`src/rtl/rstseq_pkg.sv`:
```
package rstseq_pkg;

    // Reset causes after synchronization and qualification.
    typedef struct packed {
        logic por;   // power-on stretch still running
        logic ext;   // qualified external pin reset
        logic wdog;  // synchronized watchdog request
    } rst_src_t;

    // Active-low staged reset outputs.
    typedef struct packed {
        logic mem_n;
        logic sys_n;
        logic out_n;
    } rst_out_t;

    // Number of bits needed to hold a count from 0 to n.
    function automatic int cnt_w(input int n);
        return (n < 2) ? 1 : $clog2(n + 1);
    endfunction

endpackage

```
`src/rtl/rstseq_sync.sv`:
```
module rstseq_sync #(
    parameter int STAGES    = 2,
    parameter bit RESET_VAL = 1'b0
) (
    input  logic clk,
    input  logic por,
    input  logic d,
    output logic q
);
    logic [STAGES-1:0] chain;

    generate
        if (STAGES == 1) begin : g_single
            always_ff @(posedge clk or posedge por) begin
                if (por) chain <= RESET_VAL;
                else     chain <= d;
            end
        end else begin : g_chain
            always_ff @(posedge clk or posedge por) begin
                if (por) chain <= {STAGES{RESET_VAL}};
                else     chain <= {chain[STAGES-2:0], d};
            end
        end
    endgenerate

    assign q = chain[STAGES-1];
endmodule

```
`src/rtl/rstseq_qual.sv`:
```
module rstseq_qual #(
    parameter int QUAL_CYCLES = 4
) (
    input  logic clk,
    input  logic por,
    input  logic low_s,
    output logic active
);
    localparam int W = rstseq_pkg::cnt_w(QUAL_CYCLES);
    localparam logic [W-1:0] LIMIT = W'(QUAL_CYCLES);

    logic [W-1:0] run_cnt;

    // Counts consecutive low samples and saturates at the limit.
    always_ff @(posedge clk or posedge por) begin
        if (por)             run_cnt <= '0;
        else if (!low_s)     run_cnt <= '0;
        else if (run_cnt != LIMIT) run_cnt <= run_cnt + 1'b1;
    end

    assign active = (run_cnt == LIMIT);
endmodule

```
`src/rtl/rstseq_stretch.sv`:
```
module rstseq_stretch #(
    parameter int CYCLES = 9600
) (
    input  logic clk,
    input  logic por,
    output logic active
);
    localparam int W = rstseq_pkg::cnt_w(CYCLES);
    localparam logic [W-1:0] LIMIT = W'(CYCLES);

    logic [W-1:0] hold_cnt;

    // Cleared only by power-on reset; other causes never touch it.
    always_ff @(posedge clk or posedge por) begin
        if (por)                    hold_cnt <= '0;
        else if (hold_cnt != LIMIT) hold_cnt <= hold_cnt + 1'b1;
    end

    assign active = (hold_cnt != LIMIT);
endmodule

```
`src/rtl/rstseq_stage.sv`:
```
module rstseq_stage
    import rstseq_pkg::*;
#(
    parameter int MEM_DELAY = 7,
    parameter int SYS_DELAY = 14
) (
    input  logic     clk,
    input  logic     por,
    input  logic     trigger,
    output rst_out_t outs
);
    localparam int W = cnt_w(SYS_DELAY);
    localparam logic [W-1:0] MEM_PT = W'(MEM_DELAY);
    localparam logic [W-1:0] SYS_PT = W'(SYS_DELAY);

    logic [W-1:0] rel_cnt;
    logic [W-1:0] rel_nx;

    always_comb begin
        if (trigger)               rel_nx = '0;
        else if (rel_cnt != SYS_PT) rel_nx = rel_cnt + 1'b1;
        else                       rel_nx = rel_cnt;
    end

    always_ff @(posedge clk or posedge por) begin
        if (por) begin
            rel_cnt <= '0;
            outs    <= '0;
        end else begin
            rel_cnt    <= rel_nx;
            outs.mem_n <= (rel_nx >= MEM_PT);
            outs.sys_n <= (rel_nx >= SYS_PT);
            outs.out_n <= (rel_nx >= SYS_PT);
        end
    end
endmodule

```
`src/rtl/rstseq_top.sv`:
```
module rstseq_top
    import rstseq_pkg::*;
#(
    parameter int POR_CYCLES  = 9600,
    parameter int QUAL_CYCLES = 4,
    parameter int MEM_DELAY   = 7,
    parameter int SYS_DELAY   = 14,
    parameter int SYNC_STAGES = 2
) (
    input  logic clk_slow,
    input  logic por,
    input  logic ext_rst_n,
    input  logic wdog_req,
    output logic mem_rst_n,
    output logic sys_rst_n,
    output logic rst_out_n
);
    logic     ext_s;
    logic     wdog_s;
    logic     src_any;
    rst_src_t src;
    rst_out_t outs;

    rstseq_sync #(.STAGES(SYNC_STAGES), .RESET_VAL(1'b1)) u_sync_ext (
        .clk(clk_slow), .por(por), .d(ext_rst_n), .q(ext_s)
    );

    rstseq_sync #(.STAGES(SYNC_STAGES), .RESET_VAL(1'b0)) u_sync_wdog (
        .clk(clk_slow), .por(por), .d(wdog_req), .q(wdog_s)
    );

    rstseq_qual #(.QUAL_CYCLES(QUAL_CYCLES)) u_qual (
        .clk(clk_slow), .por(por), .low_s(~ext_s), .active(src.ext)
    );

    rstseq_stretch #(.CYCLES(POR_CYCLES)) u_stretch (
        .clk(clk_slow), .por(por), .active(src.por)
    );

    assign src.wdog = wdog_s;
    assign src_any  = |src;

    rstseq_stage #(.MEM_DELAY(MEM_DELAY), .SYS_DELAY(SYS_DELAY)) u_stage (
        .clk(clk_slow), .por(por), .trigger(src_any), .outs(outs)
    );

    assign mem_rst_n = outs.mem_n;
    assign sys_rst_n = outs.sys_n;
    assign rst_out_n = outs.out_n;
endmodule

```
`config.mk`:
```
export PLATFORM = sky130hd
export DESIGN_NAME = rstseq_top
export DESIGN_NICKNAME = d
export VERILOG_FILES = /design/src/rtl/rstseq_pkg.sv /design/src/rtl/rstseq_sync.sv /design/src/rtl/rstseq_qual.sv /design/src/rtl/rstseq_stretch.sv /design/src/rtl/rstseq_stage.sv /design/src/rtl/rstseq_top.sv
export SDC_FILE = /design/constraint.sdc
export NUM_CORES = 1
export LEC_CHECK = 0
export BUFFER_PORTS_ARGS = -buffer_cell sky130_fd_sc_hd__buf_4
export CORE_ASPECT_RATIO = 0.8
export CORE_UTILIZATION = 30
export DETAILED_ROUTE_END_ITERATION = 10
export PLACE_DENSITY = 0.55
export SLEW_MARGIN = 20
export SYNTH_ARGS = -nofsm -noshare
export SYNTH_HDL_FRONTEND = slang
export SYNTH_SLANG_ARGS = --single-unit
```
`constraint.sdc`:
```
create_clock -name clk_slow -period 2.9 [get_ports clk_slow]
set_input_delay 0.145 -clock clk_slow [delete_from_list [all_inputs] [get_ports clk_slow]]
set_output_delay 0.145 -clock clk_slow [all_outputs]
set_load 0.05 [all_outputs]
```
==> impl_metrics.json <==
{
  "status": "complete, but fails checks",
  "violations": "negative hold slack",
  "layout_min_cycle_time_ns": 1.861,
  "cts_tree": "done",
  "place_congestion": 0.7806,
  "die_w_um": 73.73,
  "die_area_mm2": 0.004378,
  "grt_overflow": 0,
  "port_buffers": 6,
  "clk_latency_ns": 0.27,
  "hold_path.class": "in -> async",
  "setup_viol": 0,
  "synth_area_mm2": 0.001235,
  "htreeDepth": 1,
  "peakVddDrop_v": 0.0002688,
  "wl_per_cell_um": 10.18,
  "cap_violations": 0,
  "required_ns": 3.08,
  "coreArea_mm2": 0.003879,
  "synth_seq_area_share": 0.5491,
  "cp_max_fo": 6,
  "worstSetupPathType": "reg -> reg",
  "ant_nets": 0,
  "fin_setup_tns_ns": 0,
  "stdcell_area_mm2": 0.001403,
  "holdWs_ns": -0.04178,
  "drive_gt1_frac": 0.1583,
  "numCtsBuffers": 3,
  "io_pins": 7,
  "clockRootBuffer": "clkbuf_8",
  "placed_area_mm2": 0.001336,
  "antenna_found_initial": 0,
  "synth_cells": 110,
  "insertedDiodeCount": 0,
  "rsz0062_at_grt": "no",
  "fin_nets": 131,
  "start_util": 0.3184,
  "leakagePower_nw": 0.6366,
  "grt_pass1_vias": 759,
  "yosysWarnings": 0,
  "die_h_um": 59.39,
  "post-dp-hpwl_mm": 1.370,
  "final_cell_mix": "dfrtp_1, nor2_1, xnor2_1",
  "period_share": 0.6419,
  "worstSetupEndpointType": "register",
  "relSlewSlack": 0.3938,
  "crit_arrival_ns": 2.04,
  "p_per_area_mw_per_mm2": 445.2,
  "synth_cell_types": 26,
  "grt_pass1_wl_mm": 3.111,
  "worst_pin_slew_ns": 0.9037,
  "routed_via_density": 4.229,
  "groute.usage.overall": 0.09613,
  "drcViolationCount": 0,
  "grt_max_degree": 28,
  "startpoint_type": "register",
  "area_growth_syn_to_layout_pct": 13.58,
  "hold_violations": 25,
  "dpl.cell_count": 169,
  "synth_nets": 120,
  "final-max-slew-violation-count": 0,
  "skew_ns": 0.005669,
  "vias": 740,
  "syn-mean-instance-area_um2": 11.23,
  "clock-sinks": 27,
  "final_cells": 175,
  "cts_max_path_buffers": 2,
  "row_count": 20,
  "clk_pin_slew_ns": 0.09,
  "fmax_mhz": 537.2,
  "drt-pass1-iter-count": 4,
  "layout_commonest_cell": "dfrtp_1",
  "routed_wl_mm": 1.782,
  "drt_iter0_markers": 30,
  "synth-seq-cells": 27
}
registers in the layout (all words and copies together), names as in the netlist:
register            flops
u_stretch.hold_cnt     14
u_stage.rel_cnt         4
u_qual.run_cnt          3
u_stage.outs            2
u_sync_ext.chain        2
u_sync_wdog.chain       2
cells by family after synthesis:
logic type                 Yosys count  synth area share
AOI/OAI and AO/OA                    7           0.03040
xor gates and xnor gates            14           0.09929
adders and majority gates            6           0.06079
buffers and inverters               11           0.03748
DFF                                 27            0.5491
muxes                                3           0.02533
and+or+nand+nor                     42            0.1976
report_power, final:
group	leakage [nW]	internal (mW)	total, mW	switching (mW)
clock	0.0255	0.0960	0.203	0.107
sequential	0.349	0.386	0.391	0.00578
combinational	0.262	0.0129	0.0300	0.0172
total	0.637	0.494	0.624	0.130
layout make-up:
cell class	count	area, um^2
fillers	388	2476
flip-flops and latches	27	678.2
multi-input cells	72	510.5
well taps	55	68.82
repair buffers	8	65.06
clock buffers	3	41.29
inverters	9	33.78
clock inverters	1	5.005
worst max-delay path, stage by stage (launching register included):
cell,delay [ns]
dfrtp_1,0.42
inv_1,0.10
ha_1,0.14
nor4b_2,0.21
nand4b_2,0.20
or3b_1,0.49
nor4b_2,0.22
per-layer routing:
layer  global-route usage  routed length (um)  up-vias
li1                     -                   -      380
met1               0.1143                 854      349
met2               0.1651                 860       11
met3              0.03061                  67        0
met4              0.03297                   0        0
met5                    0                   0        -
worst paths after layout:
path / end / start / depth (start not counted) / slack (ns)
min reg2reg: u_sync_wdog.chain[1] / u_sync_wdog.chain[0] / 0 / 0.36
min in group clk_slow: u_sync_wdog.chain[1] / u_sync_wdog.chain[0] / 0 / 0.36
max reg2reg: u_stage.outs[1] / u_stretch.hold_cnt[0] / 6 / 1.04
min: u_qual.run_cnt[1] / por / 2 / -0.04
max in group asynchronous: u_stage.rel_cnt[3] / por / 2 / 2.52
max: u_stage.outs[1] / u_stretch.hold_cnt[0] / 6 / 1.04
stage by stage:
| step | hold slack (ns) | power [mW] | utilization | worst slack [ns] |
|---|---|---|---|---|
| finish | -0.04178 | 0.6245 | 0.3616 | 1.039 |
| global route | 0.01440 | 0.6565 | 0.3616 | 0.8845 |
| CTS | 0.1412 | 0.6388 | 0.3616 | 1.015 |
| detailed placement | 0.2550 | 0.4279 | 0.3445 | 1.034 |
| global placement | 0.2555 | 0.4254 | 0.3445 | 1.121 |
| floorplan | 0.1495 | 0.4184 | - | 1.146 |
what timing repair did:
item | in CTS | in global routing
gates resized for setup | 0 | 0
buffers inserted | 0 | 0
hold buffers | 2 | 0
hold endpoints to repair | 2 | 0
Yosys cell counts:
master	instances	area, um^2
inv_1	9	33.78
nor3_1	1	5.000
mux2i_1	2	20.02
xor2_1	3	26.28
dfrtp_1	25	625.6
nor4_1	1	6.260
or3b_1	1	8.760
dfstp_2	2	52.55
nand4b_2	1	15.01
nor4b_2	3	45.04
buf_4	1	7.510
a21oi_1	4	20.02
xnor2_1	11	96.34
mux2_2	1	11.26
o21ai_0	2	10.01
nand4_1	2	12.51
a21boi_0	1	7.510
nand2b_1	2	12.51
nor3b_1	1	7.510
nor2_1	12	45.04
nand3_1	6	30.03
ha_1	6	75.07
and4_2	1	10.01
and2b_2	1	8.760
nand2_1	10	37.54
buf_2	1	5.000
(Power assumes the default switching activity.)
